## src/rtl/pio_tmg_pkg.sv

```systemverilog
package pio_tmg_pkg;

  localparam int unsigned REG_W   = 8;
  localparam int unsigned SETUP_W = 2;
  localparam int unsigned PULSE_W = 4;
  localparam int unsigned RECOV_W = 4;
  localparam int unsigned EM_W    = 2;
  localparam int unsigned CNT_W   = (PULSE_W > RECOV_W) ? PULSE_W : RECOV_W;

  typedef enum logic [1:0] {
    PH_IDLE,
    PH_SETUP,
    PH_STROBE,
    PH_RECOV
  } phase_e;

  typedef struct packed {
    logic [SETUP_W-1:0] setup;
    logic [PULSE_W-1:0] pulse;
    logic [RECOV_W-1:0] recov;
  } cyc_tmg_t;

  // Built-in fast-mode counts, used when the enhanced field is nonzero
  function automatic cyc_tmg_t fast_tmg(input logic [EM_W-1:0] mode);
    cyc_tmg_t t;
    t = '0;
    case (mode)
      2'd1: begin t.setup = 2'd1; t.pulse = 4'd3; t.recov = 4'd2; end
      2'd2: begin t.setup = 2'd0; t.pulse = 4'd2; t.recov = 4'd1; end
      2'd3: begin t.setup = 2'd0; t.pulse = 4'd1; t.recov = 4'd0; end
      default: t = '0;
    endcase
    return t;
  endfunction

endpackage

```

## src/rtl/pio_tmg_select.sv

```systemverilog
module pio_tmg_select
  import pio_tmg_pkg::*;
#(
  parameter int unsigned NUM_CHAN = 2,
  parameter int unsigned NUM_DRV  = 2,
  parameter int unsigned CHAN_IDX = 0,
  localparam int unsigned DRV_W   = (NUM_DRV > 1) ? $clog2(NUM_DRV) : 1,
  localparam int unsigned EMODE_W = NUM_CHAN * NUM_DRV * EM_W
) (
  input  logic                     wr_i,
  input  logic [DRV_W-1:0]         drv_i,
  input  logic [NUM_DRV*REG_W-1:0] rd_tmg_i,
  input  logic [NUM_DRV*REG_W-1:0] wr_tmg_i,
  input  logic [NUM_DRV*REG_W-1:0] misc_i,
  input  logic [EMODE_W-1:0]       emode_i,
  output cyc_tmg_t                 tmg_o
);

  cyc_tmg_t drv_rd [NUM_DRV];
  cyc_tmg_t drv_wr [NUM_DRV];

  // Only misc[5:4] and this channel's mode fields matter
  logic unused_cfg;
  assign unused_cfg = ^{misc_i, emode_i};

  for (genvar d = 0; d < NUM_DRV; d++) begin : g_drv
    logic [EM_W-1:0] mode;
    cyc_tmg_t prog_rd, prog_wr;

    assign mode = emode_i[(CHAN_IDX*NUM_DRV + d)*EM_W +: EM_W];

    assign prog_rd.setup = misc_i[d*REG_W + 4 +: SETUP_W];
    assign prog_rd.pulse = rd_tmg_i[d*REG_W + 4 +: PULSE_W];
    assign prog_rd.recov = rd_tmg_i[d*REG_W +: RECOV_W];

    assign prog_wr.setup = misc_i[d*REG_W + 4 +: SETUP_W];
    assign prog_wr.pulse = wr_tmg_i[d*REG_W + 4 +: PULSE_W];
    assign prog_wr.recov = wr_tmg_i[d*REG_W +: RECOV_W];

    assign drv_rd[d] = (mode == '0) ? prog_rd : fast_tmg(mode);
    assign drv_wr[d] = (mode == '0) ? prog_wr : fast_tmg(mode);
  end

  assign tmg_o = wr_i ? drv_wr[drv_i] : drv_rd[drv_i];

endmodule

```

## src/rtl/pio_phase_fsm.sv

```systemverilog
module pio_phase_fsm
  import pio_tmg_pkg::*;
(
  input  logic     clk_i,
  input  logic     rst_ni,
  input  logic     req_i,
  input  logic     wr_i,
  input  cyc_tmg_t tmg_i,
  output logic     addr_vld_o,
  output logic     rd_stb_o,
  output logic     wr_stb_o,
  output logic     done_o
);

  phase_e           phase_q;
  logic [CNT_W-1:0] cnt_q;
  cyc_tmg_t         tmg_q;
  logic             wr_q;
  logic             done_q;
  logic             cnt_zero;

  assign cnt_zero = (cnt_q == '0);

  always_ff @(posedge clk_i or negedge rst_ni) begin
    if (!rst_ni) begin
      phase_q <= PH_IDLE;
      cnt_q   <= '0;
      tmg_q   <= '0;
      wr_q    <= 1'b0;
      done_q  <= 1'b0;
    end else begin
      done_q <= 1'b0;
      unique case (phase_q)
        PH_IDLE: if (req_i) begin
          // snapshot so mid-cycle input changes do nothing
          phase_q <= PH_SETUP;
          cnt_q   <= CNT_W'(tmg_i.setup);
          tmg_q   <= tmg_i;
          wr_q    <= wr_i;
        end
        PH_SETUP: if (cnt_zero) begin
          phase_q <= PH_STROBE;
          cnt_q   <= CNT_W'(tmg_q.pulse);
        end else begin
          cnt_q <= cnt_q - 1'b1;
        end
        PH_STROBE: if (cnt_zero) begin
          phase_q <= PH_RECOV;
          cnt_q   <= CNT_W'(tmg_q.recov);
        end else begin
          cnt_q <= cnt_q - 1'b1;
        end
        PH_RECOV: if (cnt_zero) begin
          phase_q <= PH_IDLE;
          done_q  <= 1'b1;
        end else begin
          cnt_q <= cnt_q - 1'b1;
        end
        default: phase_q <= PH_IDLE;
      endcase
    end
  end

  assign addr_vld_o = (phase_q != PH_IDLE);
  assign rd_stb_o   = (phase_q == PH_STROBE) && !wr_q;
  assign wr_stb_o   = (phase_q == PH_STROBE) &&  wr_q;
  assign done_o     = done_q;

endmodule

```

## src/rtl/pio_cycle_timer.sv

```systemverilog
module pio_cycle_timer
  import pio_tmg_pkg::*;
#(
  parameter int unsigned NUM_CHAN = 2,
  parameter int unsigned NUM_DRV  = 2,
  parameter int unsigned CHAN_IDX = 0,
  localparam int unsigned DRV_W   = (NUM_DRV > 1) ? $clog2(NUM_DRV) : 1,
  localparam int unsigned EMODE_W = NUM_CHAN * NUM_DRV * EM_W
) (
  input  logic                     clk_i,
  input  logic                     rst_ni,
  input  logic                     req_i,
  input  logic                     req_wr_i,
  input  logic [DRV_W-1:0]         req_drv_i,
  input  logic [NUM_DRV*REG_W-1:0] rd_tmg_i,
  input  logic [NUM_DRV*REG_W-1:0] wr_tmg_i,
  input  logic [NUM_DRV*REG_W-1:0] misc_i,
  input  logic [EMODE_W-1:0]       emode_i,
  output logic                     addr_vld_o,
  output logic                     rd_stb_o,
  output logic                     wr_stb_o,
  output logic                     done_o
);

  cyc_tmg_t sel_tmg;

  pio_tmg_select #(
    .NUM_CHAN (NUM_CHAN),
    .NUM_DRV  (NUM_DRV),
    .CHAN_IDX (CHAN_IDX)
  ) u_sel (
    .wr_i     (req_wr_i),
    .drv_i    (req_drv_i),
    .rd_tmg_i (rd_tmg_i),
    .wr_tmg_i (wr_tmg_i),
    .misc_i   (misc_i),
    .emode_i  (emode_i),
    .tmg_o    (sel_tmg)
  );

  pio_phase_fsm u_fsm (
    .clk_i      (clk_i),
    .rst_ni     (rst_ni),
    .req_i      (req_i),
    .wr_i       (req_wr_i),
    .tmg_i      (sel_tmg),
    .addr_vld_o (addr_vld_o),
    .rd_stb_o   (rd_stb_o),
    .wr_stb_o   (wr_stb_o),
    .done_o     (done_o)
  );

endmodule

```

## config.mk

```make
export PLATFORM = sky130hd
export DESIGN_NAME = pio_cycle_timer
export DESIGN_NICKNAME = d
export VERILOG_FILES = /design/src/rtl/pio_tmg_pkg.sv /design/src/rtl/pio_tmg_select.sv /design/src/rtl/pio_phase_fsm.sv /design/src/rtl/pio_cycle_timer.sv
export SDC_FILE = /design/constraint.sdc
export NUM_CORES = 1
export LEC_CHECK = 0
export BUFFER_PORTS_ARGS = -buffer_cell sky130_fd_sc_hd__buf_2
export CAP_MARGIN = 20
export CELL_PAD_IN_SITES_DETAIL_PLACEMENT = 1
export CELL_PAD_IN_SITES_GLOBAL_PLACEMENT = 1
export CORE_MARGIN = 4
export CORE_UTILIZATION = 30
export CTS_BUF_LIST = sky130_fd_sc_hd__clkbuf_4 sky130_fd_sc_hd__clkbuf_8 sky130_fd_sc_hd__clkbuf_16
export DETAILED_ROUTE_END_ITERATION = 16
export PLACE_DENSITY_LB_ADDON = 0.1
export SLEW_MARGIN = 20
export SYNTH_ARGS = -nofsm -noshare
export SYNTH_HDL_FRONTEND = slang
export SYNTH_SLANG_ARGS = --single-unit
```

## constraint.sdc

```tcl
create_clock -name clk_i -period 1.7 [get_ports clk_i]
set_clock_uncertainty 0.05 [all_clocks]
set_input_delay 0.255 -clock clk_i [delete_from_list [all_inputs] [get_ports clk_i]]
set_output_delay 0.255 -clock clk_i [all_outputs]
set_load 0.1 [all_outputs]
```

* Word level (Yosys, flattened, before mapping)
Index checks and enable logic that the tools add are counted.
Word-level totals: flip-flop bits (word level) 16, bits in latches 0, memories 0, memory bits (read-only) 0, output and inout bits 4, word-level logic and storage cells 59, input port bits 61, memory bits (writable) 0
Operators by class: shift operators 0, equal/unequal tests 14, magnitude comparators 1, $add $sub $neg 1, reductions and logical operators 11, multipliers 0, multiplexer cells 25, bitwise gates (word level) 1, divide/modulo/power cells 0
Operators by type and width (count):
- 10-bit two-way mux | 11
- 9-bit one-hot mux with 3 select lines | 2
- 4-bit two-way mux | 4
- 4-bit one-hot mux with 4 select lines | 1
- 2-bit equality test, second input constant | 6
- 2-bit two-way mux | 4
- 2-bit one-hot mux with 4 select lines | 1
- 2-bit by 1-bit equality test with 1-bit output, second input constant | 3
- 2-bit zero test | 3
- 2-bit by 1-bit != test with 1-bit output, second input constant | 3
- 4-bit zero test | 1
- 2-bit != test, second input constant | 2
- 2-bit AND reduction | 2
- 4-bit AND reduction | 1
- 4-bit by 1-bit subtractor with 4-bit output, second input constant | 1
- 2-bit >= comparator, second input constant | 1
- 1-bit logical AND | 2
- 1-bit two-way mux | 2
- 1-bit NOT with 2-bit output | 1
- 2-bit nonzero test | 1
- 1-bit zero test | 1

* Depth between registers and ports, before layout
Gate-level depths: netlist of run 1.
word-level depth 9, depth in mapped cells 8, depth with buffers taken out 6

* Modules after synthesis
A second synthesis of run 1 with hierarchy kept.
Unflattened totals: cells, all modules 149, area total of the unflattened synthesis 1438.9 um^2
Modules (own cells, without submodules):
- pio_phase_fsm | cells each 77, area an instance 892.1 um^2, instances 1
- pio_tmg_select | cells each 72, area an instance 546.8 um^2, instances 1

* Worst setup path after synthesis of run 1
OpenSTA, ideal clock, no wires.
kind register -> output, start register u_fsm.phase_q[0], end output rd_stb_o, stages on the path, launching flop included 5, data required time 1.395 ns, slack -0.749 ns, buffers on the path 1, arrival time 2.144 ns, cell sequence dfrtp_1 inv_1 ha_1 buf_2 nor2b_1
On the way: cells in the longest elaborated chain, start to end 2
RTL lines:
- start: declaration | line pio_phase_fsm.sv:15 | phase_e phase_q;
- start signal: assignment | line pio_phase_fsm.sv:26 | phase_q <= PH_IDLE;
- start signal: assignment | line pio_phase_fsm.sv:36 | phase_q <= PH_SETUP;
- start signal: assignment | line pio_phase_fsm.sv:42 | phase_q <= PH_STROBE;
- 2-bit equality test | line pio_phase_fsm.sv:65 | assign rd_stb_o = (phase_q == PH_STROBE) && !wr_q;
- 1-bit logical AND | line pio_phase_fsm.sv:65
- end: declaration | line pio_cycle_timer.sv:20 | output logic rd_stb_o,
No other way between the ends.

* Final worst setup path of run 1
Same ends and word-level chain as after synthesis.

==> run metrics, run 1 <==
outcome completed; critical path class reg2out; Achievable Freq 0.595 GHz; RR Startpoint u_fsm.phase_q[0]$_DFFE_PN0P_; Least-Margin Pin Slew 483 ps; VDD IR max 584 uV; critical path's top delay family buffers and inverters; core area around 4400 um2; via count ~1400; grt ovf 0; largest net degree at the start of global routing 17; sequential share of the synthesized area between 20% and 30%; Post-synth EDFFs 0; clock root cell clkbuf_8; hold path start rd_tmg_i[6]; cell breakdown of the critical path inv_2, ha_4, buf_6, nor2b_4, buf_12; endpoint class of the critical path primary output; main combinational cell family by area after synthesis compound AO/OA/AOI/OAI gates; Post-Route WL 4.29 mm; Clock transition at path regs 70 ps; TritonCTS clock tree done; Clock Tree Buf Depth 2; Die Height 75.7 um; vias in the first global route 1494; biggest area consumer among synthesized cells dfrtp_1; proportion of layout cells with a drive suffix above 1 about half; final setup vio count 0; Worst EP arrival around 1400 ps; Synth Register Bits 16; Row Count 24; routability cong. 0.803; maxcap violations 0; antenna fix cells 0; Final Max Tran Viols 0; CP peak stage delay 400 ps; Initial Utilization 31.3%; hold slack 330 ps; Worst Path Max Fanout 6; mux share of post-synthesis cell area 3.19%; xor/xnor cell area share of the yosys netlist 0.638%; Syn Inst Count 143; Yosys top cell area share between 20 and 30%; wire per inst 16.4 um; initial DRC count 50; initial antenna violation count 0; Port Buffers 48; Ys Warns 0; Layout Cells excl Fill approximately 260; first-pass GRT wire length 7.04 mm; Bufs and invs on worst path 3; synthesized-area fraction occupied by adder cells 15.5%; CP startpoint u_fsm.phase_q[0]$_DFFE_PN0P_; CTS Sinks 16; relative slew slack 68.0%; commonest cells in the netlist 17 x ha_1, 16 x dfrtp_1, 12 x a22oi_1, 11 x inv_1, 8 x a21oi_1; pre-CTS setup slack -65.8 ps; worst min path class in2reg; library cells used by synthesis 43; most frequent cell after synthesis ha_1; RSZ-0062 raised after global routing true; slowest cell on the critical path dfrtp_1; first drt pass iteration count 4; P per Cell Area about 1600 nW/um2; Mapped Area 1370 um2; GR Util All Layers between 10% and 20%; DIE AREA 5730 um2; critical path startpoint category register; synthesis-to-finish area growth 45.4%; DRC Markers 0; Async SR Flop Fraction between 90% and 100%; post-route antenna net violation count 0; complex-gate fraction of the synthesized area 32.5%; Syn Area/Cell 9.61 um2; average vias per placed instance 5.29; Die W 75.7 um; Synth Area in Simple Gates 11.5%; Syn Nets around 220; placed instance count 250; IO Count between 60 and 70; setup TNS 0 ps; Leak 0.955 nW; synth top area cells dfrtp_1 29%, ha_1 15%, a22oi_1 6.6%; HPWL Detailed 3.44 mm; nets 288; post-route worst setup slack 18.0 ps; final hold vios 0; Required @ worst endpoint about 1400 ps; fillers 513; H-tree levels 1; Clock Latency Late Sink 250 ps; CTS Buf Count 3; final core occ 45.5%; Final Critical Period 1680 ps; top_reg_cell synth dfrtp_1; Tcrit/Tclk final 98.9%
metal layers:
metal | global-route usage [%] | part of all wire (%) | up-vias
li1 | - | - | 672
met1 | 20.0 | 43 | 672
met2 | 29.1 | 53 | 32
met3 | 2.11 | 3.5 | 4
met4 | 4.66 | 1.1 | 0
met5 | 0 | 0 | -
area by class of cell:
cell class | instances | area (um2) | area share (%)
Timing Repair Buffer | 71 | 464 | 23.2
Clock buffer | 4 | 55.1 | 2.76
Sequential cell | 16 | 402 | 20.1
Multi-Input combinational cell | 107 | 970 | 48.6
Inverter | 11 | 41.3 | 2.07
Tap cell | 52 | 65.1 | 3.26
per-stage QoR:
| step | power (mW) | area, um2 |
|---|---|---|
| final | 3.25 | 2000 |
| after CTS | 3.08 | 1920 |
| after floorplan | 1.90 | 1380 |
| after global placement | 2.50 | 1790 |
| after global routing | 3.50 | 2000 |
| after detailed placement | 2.57 | 1790 |
registers in the layout, summed over array words and instances, names as in the netlist:
register / flops
u_fsm.cnt_q: 4
u_fsm.done_o: 1
u_fsm.phase_q: 2
u_fsm.tmg_q: 8
u_fsm.wr_q: 1
worst min-delay path, delay by kind of cell:
family | cells | cell delay [ps]
mux | 1 | 130
compound gates | 1 | 60
simple gates | 1 | 80
buf+inv | 1 | 70
logic make-up (layout without fill, tap and decap cells):
family | after synthesis | count (layout)
muxes | 4 | 4
AOI/OAI and AO/OA | 57 | 57
DFF | 16 | 16
buffers and inverters | 20 | 86
xor gates and xnor gates | 1 | 1
and+or+nand+nor | 28 | 28
adders and majority gates | 17 | 17
final timing paths:
kind / to / cells past startpoint / slack (ps)
hold / removal: u_fsm.tmg_q[6]$_DFFE_PN0P_ / 4 / 330
setup / recovery: rd_stb_o / 5 / 20
max in group asynchronous: u_fsm.phase_q[1]$_DFFE_PN0P_ / 2 / 900
hold reg to reg: u_fsm.tmg_q[3]$_DFFE_PN0P_ / 1 / 440
setup reg to reg: u_fsm.cnt_q[2]$_DFFE_PN0P_ / 7 / 20
min in group asynchronous: u_fsm.cnt_q[2]$_DFFE_PN0P_ / 2 / 400
power breakdown:
group	total, mW	internal (mW)	switching (mW)
combinational	2.20	1.08	1.12
clock	0.344	0.206	0.138
sequential	0.708	0.562	0.146
layout by cell type (no fill, tap or decap), drive strengths merged:
| master | n |
|---|---|
| or3b | 1 |
| nor3b | 1 |
| a221oi | 8 |
| nand2b | 1 |
| a211o | 1 |
| o211ai | 1 |
| o21bai | 1 |
| o31ai | 1 |
| clkbuf | 4 |
| a211oi | 3 |
| buf | 70 |
| a22o | 4 |
| inv | 11 |
| a21o | 4 |
| and2 | 4 |
| or2 | 1 |
| mux2 | 3 |
| a21oi | 9 |
| a31oi | 1 |
| dfrtp | 16 |
| mux2i | 1 |
| a22oi | 12 |
| nor2 | 5 |
| nor2b | 5 |
| o22ai | 1 |
| ha | 17 |
| nand2 | 5 |
| o21ai | 2 |
| nor3 | 4 |
| a221o | 3 |
| o311ai | 1 |
| dlygate4sd3 | 1 |
| o32ai | 1 |
| nand3 | 1 |
| xnor2 | 1 |
| o22a | 4 |
repair_timing:
action	4_1_cts	5_1_grt
pin swaps	2	5
gates resized for setup	13	12
endpoints found under the hold margin	16	0
hold buffers	1	0
setup buffers	3	3
endpoints found under the setup margin	6	8
Power figures use the tool's default switching activity.
==> inputs of run 2 (changes only) <==
- CTS_BUF_LIST: sky130_fd_sc_hd__clkbuf_4 sky130_fd_sc_hd__clkbuf_8 sky130_fd_sc_hd__clkbuf_16 -> sky130_fd_sc_hd__clkbuf_16
==> run 2 against run 1 <==
  * Final cell count down 0.38%
  * Sequential share of layout area increased by 0.089 points
  * The run now ends with setup timing left
  * Highest routed layer unchanged
  * Critical endpoint is now wr_stb_o
  * Worst setup slack got worse by 45 ps
  * First-iteration DRC count down 18%
  * Critical path depth did not move
  * Non-clock buffer count decreased by 1
  * Cell area is 0.75% lower
==> run metrics, run 2 (synthesis results as in run 1) <==
clock root cell clkbuf_16; vias in the first global route 1494 (unchanged); fillers 510 (-0.58%); worst min path class in2reg; pre-CTS setup slack -65.8 ps (unchanged); endpoint class of the critical path primary output; Clock Latency Late Sink 250 ps (about the same); post-route worst setup slack -27.2 ps (-45.3 ps); Worst Path Max Fanout 6 (unchanged); Final Critical Period 1730 ps (+45.3 ps); Required @ worst endpoint 1390 ps (about the same); Layout Cells excl Fill 260 (-0.38%); Sw Share 42.2% (-1.0 points); initial DRC count 41 (-18%); GR Util All Layers 16.0% (-0.14 points); proportion of layout cells with a drive suffix above 1 44.7% (-3.6 points); first-pass GRT wire length 7.04 mm (unchanged); IO Count 65 (unchanged); Tcrit/Tclk final 102% (+2.7 points); Die Height 75.7 um (unchanged); CTS Buf Count 3 (unchanged); maxcap violations 0 (unchanged); via count 1379 (-0.072%); combinational share of power 64.4% (-3.3 points); setup TNS -40.7 ps (-40.7 ps); Worst EP arrival 1420 ps (+40 ps); CP startpoint u_fsm.phase_q[1]$_DFFE_PN0P_; synthesis-to-finish area growth 44.3%; max reg flops 8 (unchanged); first drt pass iteration count 4 (unchanged); P_sw 1.38 mW (-1.5%); commonest non-fill, non-tap cell in the layout buf_2; relative slew slack 68.0% (about the same); post-route antenna net violation count 0 (unchanged); failing checks setup timing; Die W 75.7 um (unchanged); R2R Setup Slk 20 ps (about the same); average vias per placed instance 5.30 (+0.31%); H-tree levels 1 (unchanged); FF-to-FF path depth 6 (-1); crit path to wr_stb_o; DRC Markers 0 (unchanged); Clock transition at path regs 50 ps (-20 ps); most frequent cells in the layout 45 x buf_2, 19 x buf_4, 16 x dfrtp_1; RR Startpoint u_fsm.phase_q[1]$_DFFE_PN0P_; grt ovf 0 (unchanged); placed instance count 250 (unchanged); Final Max Tran Viols 0 (unchanged); Leak 0.959 nW (+0.44%); P per Cell Area 1660 nW/um2 (+1.6%); largest net degree at the start of global routing 17 (unchanged); Port Buffers 48 (unchanged); antenna fix cells 0 (unchanged); Clock Tree Buf Depth 2 (unchanged); Post-Route WL 4.29 mm (about the same); outcome finished, violations left; final hold vios 0 (unchanged); Clock Power Share 14.4% (+3.8 points); Initial Utilization 31.3% (unchanged); HPWL Detailed 3.44 mm (unchanged); nets 287 (-0.35%); Achievable Freq 0.579 GHz (-2.6%); critical path class reg2out; routability cong. 0.803 (unchanged); VDD IR max 564 uV (-3.4%); Row Count 24 (unchanged); top flop regs u_fsm.tmg_q (8), u_fsm.cnt_q (4), u_fsm.phase_q (2); Reg-to-Reg End u_fsm.cnt_q[2]$_DFFE_PN0P_; Least-Margin Pin Slew 483 ps (+0.00417 ps); DIE AREA 5730 um2 (unchanged); Reg with most FFs u_fsm.tmg_q; RSZ-0062 raised after global routing true; initial antenna violation count 0 (unchanged); Cell Int Power 1.90 mW (+2.7%); critical path startpoint category register; wire per inst 16.5 um (+0.36%); CTS Sinks 16 (unchanged); TritonCTS clock tree done; final setup vio count 2 (+2); Reg power frac 21.2% (-0.6 points); core area 4380 um2 (unchanged)
==> run 2: worst max-delay path, stage by stage, from the launching register on <==
cell and delay [ps]:
dfrtp_1 400, buf_6 130, ha_4 160, buf_6 130
and2_2 180, buf_12 160
==> run 2: power groups by stage <==
stage | Sequential [mW] | Clock, mW | Combinational, mW
final | 0.696 | 0.471 | 2.11
after detailed placement | 0.699 | 0 | 1.87
after global routing | 0.718 | 0.500 | 2.31
after global placement | 0.687 | 0 | 1.82
after floorplan | 0.717 | 0 | 1.18
after CTS | 0.688 | 0.477 | 1.95
==> run 2: area by class of cell <==
type,count,area [um2],share of cell area [%]
Tap cell,52,65.1,3.28
Sequential cell,16,400,20.2
Clock buffer,3,75.1,3.79
Clock inverter,1,3.75,0.189
Multi-Input combinational cell,107,936,47.2
Inverter,11,41.3,2.08
Timing Repair Buffer,70,460,23.2
==> run 2: what timing repair did <==
action | 4_1_cts | 5_1_grt
pin swaps | 0 | 2
hold buffers | 1 | 0
buffers inserted | 2 | 3
endpoints found under the setup margin | 5 | 13
hold endpoints to repair | 16 | 0
gates resized for setup | 6 | 11
==> run 2: through the flow <==
stage	hold slack (ps)	cell area [um2]	power (mW)	utilization, %
finish	335	1980	3.28	45.2
global route	382	1980	3.52	45.2
CTS	347	1910	3.12	43.5
detailed placement	152	1790	2.57	40.8
global placement	149	1790	2.50	40.8
floorplan	-90.6	1380	1.90	-
==> run 2: worst min-delay path by stage <==
stage	from	to	slack, ps	depth (start not counted)
finish	rd_tmg_i[6]	u_fsm.tmg_q[6]$_DFFE_PN0P_	340	4
floorplan	rst_ni	u_fsm.cnt_q[0]$_DFFE_PN0P_	-90	0
CTS	rd_tmg_i[6]	u_fsm.tmg_q[6]$_DFFE_PN0P_	350	4
global placement	rst_ni	u_fsm.wr_q$_DFFE_PN0P_	150	1
global route	rd_tmg_i[6]	u_fsm.tmg_q[6]$_DFFE_PN0P_	380	4
detailed placement	rst_ni	u_fsm.wr_q$_DFFE_PN0P_	150	1
==> run 2: per-layer routing <==
metal | part of all wire [%] | up-vias | track usage [%]
met3 | 3.1 | 5 | 1.72
met2 | 52 | 28 | 29.1
met5 | 0 | - | 0
li1 | - | 671 | -
met1 | 43 | 675 | 20.1
met4 | 1.2 | 0 | 4.08
==> inputs of run 3 (changes only) <==
- CTS_BUF_LIST: sky130_fd_sc_hd__clkbuf_16 -> not set
- SKIP_LAST_GASP: not set -> 1
==> run 3 against run 2 <==
  * The flow now finishes without violations
  * Cell area increased by 0.38%
  * Count of clock-buffer cells in the layout is 1 higher
  * Non-clock buffer count increased by 1
  * Maximum frequency rose by 2.8%
  * Die area stayed put
  * Critical path type is now reg2reg
  * Clock power is 27% lower
  * Utilization rose by 0.17 points
  * Sequential share of layout area hardly changed
  * Worst setup slack improved by 47 ps
  * Routed wire length fell by 0.21%
  * Critical path depth up 2
==> run metrics, run 3 (synthesis results as in run 1) <==
critical path startpoint category register; routability cong. 0.803 (unchanged); fillers 511 (+0.20%); Layout Cells excl Fill 261 (+0.38%); proportion of layout cells with a drive suffix above 1 47.8% (+3.1 points); setup TNS 0 ps (+40.7 ps); Clock Latency Late Sink 250 ps (about the same); hold path start rd_tmg_i[6]; most frequent cells in the layout 45 x buf_2, 21 x buf_4, 15 x dfrtp_1; worst min path class in2reg; VDD IR max 584 uV (+3.5%); Least-Margin Pin Slew 483 ps (-0.00417 ps); Die Height 75.7 um (unchanged); outcome completed; via count 1379 (unchanged); Post-Route WL 4.28 mm (-0.21%); core area 4380 um2 (unchanged); Clock transition at path regs 70 ps (+20 ps); CP startpoint u_fsm.phase_q[0]$_DFFE_PN0P_; H-tree levels 1 (unchanged); Clock Tree Buf Depth 2 (unchanged); nets 288 (+0.35%); Multi-input gate area 962 um2 (+2.8%); Leak 0.953 nW (-0.57%); synthesis-to-finish area growth 44.8%; endpoint class of the critical path register; CTS Sinks 16 (unchanged); max reg flops 8 (unchanged); wire per inst 16.4 um (-0.59%); Worst Path Max Fanout 4 (-2); Tcrit/Tclk final 98.8% (-2.8 points); final hold vios 0 (unchanged); initial DRC count 53 (+29%); DIE AREA 5730 um2 (unchanged); Port Buffers 48 (unchanged); average vias per placed instance 5.28 (-0.38%); Die W 75.7 um (unchanged); final setup vio count 0 (-2); RSZ-0062 raised after global routing true; P per Cell Area 1630 nW/um2 (-1.7%); largest net degree at the start of global routing 17 (unchanged); first drt pass iteration count 4 (unchanged); HPWL Detailed 3.44 mm (unchanged); first-pass GRT wire length 7.04 mm (unchanged); placed instance count 250 (unchanged); top flop regs u_fsm.tmg_q (8), u_fsm.cnt_q (4), u_fsm.phase_q (2); Initial Utilization 31.3% (unchanged); grt ovf 0 (unchanged); Row Count 24 (unchanged); FF+latch area 402 um2 (+0.31%); RR Startpoint u_fsm.phase_q[0]$_DFFE_PN0P_; DRC Markers 0 (unchanged); antenna fix cells 0 (unchanged); vias in the first global route 1494 (unchanged); Reg with most FFs u_fsm.tmg_q; GR Util All Layers 16.1% (+0.14 points); critical path class reg2reg; clock root cell clkbuf_8; IO Count 65 (unchanged); Achievable Freq 0.595 GHz (+2.8%); Final Critical Period 1680 ps (-47.5 ps); Required @ worst endpoint 1790 ps (+400 ps); maxcap violations 0 (unchanged); CTS Buf Count 3 (unchanged); relative slew slack 68.0% (about the same); Worst EP arrival 1770 ps (+350 ps); Final Max Tran Viols 0 (unchanged); commonest non-fill, non-tap cell in the layout buf_2; initial antenna violation count 0 (unchanged); post-route antenna net violation count 0 (unchanged); TritonCTS clock tree done
## run 3: metal layers
| layer | vias to the layer above | global-route usage [%] | wire length [um] |
|---|---|---|---|
| met5 | - | 0 | 0 |
| met4 | 0 | 4.66 | 49 |
| met1 | 672 | 20.0 | 1840 |
| li1 | 671 | - | - |
| met2 | 32 | 29.1 | 2240 |
| met3 | 4 | 2.11 | 148 |
## run 3: final timing paths
path                                                 to  slack (ps)  cells after the start
min in group asynchronous    u_fsm.cnt_q[2]$_DFFE_PN0P_         400                      2
hold / removal               u_fsm.tmg_q[6]$_DFFE_PN0P_         330                      4
setup / recovery             u_fsm.cnt_q[2]$_DFFE_PN0P_          20                      7
setup reg to reg             u_fsm.cnt_q[2]$_DFFE_PN0P_          20                      7
max in group asynchronous  u_fsm.phase_q[1]$_DFFE_PN0P_         900                      2
hold reg to reg              u_fsm.tmg_q[3]$_DFFE_PN0P_         440                      1
## run 3: critical path, cell delays in order (launching register included)
cell     delay [ps]
dfrtp_1         380
inv_2            80
ha_4            170
buf_4           130
or2_4           250
a21oi_4         200
o32ai_2         100
a22o_1          220
## run 3: area by class of cell
cell class / count / share of cell area (%)
Timing Repair Buffer: 71 / 23.3
Tap cell: 52 / 3.27
Sequential cell: 16 / 20.2
Multi-Input combinational cell: 107 / 48.4
Clock buffer: 4 / 2.77
Inverter: 11 / 2.08
## run 3: metrics by stage
step / utilization, % / hold WS (ps) / power (mW) / instance area, um2 / setup WS, ps
after floorplan: - / -90.6 / 1.90 / 1380 / 0.148
after detailed placement: 40.8 / 152 / 2.57 / 1790 / -65.8
after global placement: 40.8 / 149 / 2.50 / 1790 / 18.7
after CTS: 43.8 / 336 / 3.08 / 1920 / 0.0775
final: 45.4 / 330 / 3.24 / 1990 / 20.2
after global routing: 45.4 / 372 / 3.49 / 1990 / -27.9
## run 3: what timing repair did
action,in CTS,in global routing
pin swaps,2,5
setup endpoints to repair,6,8
resized for setup,13,10
setup buffers,3,3
hold endpoints to repair,16,0
hold buffers,1,0
## run 3: report_power, final
group / switching, mW / internal, mW
registers: 0.144 / 0.562
clock network: 0.138 / 0.206
logic: 1.12 / 1.07
total: 1.40 / 1.84
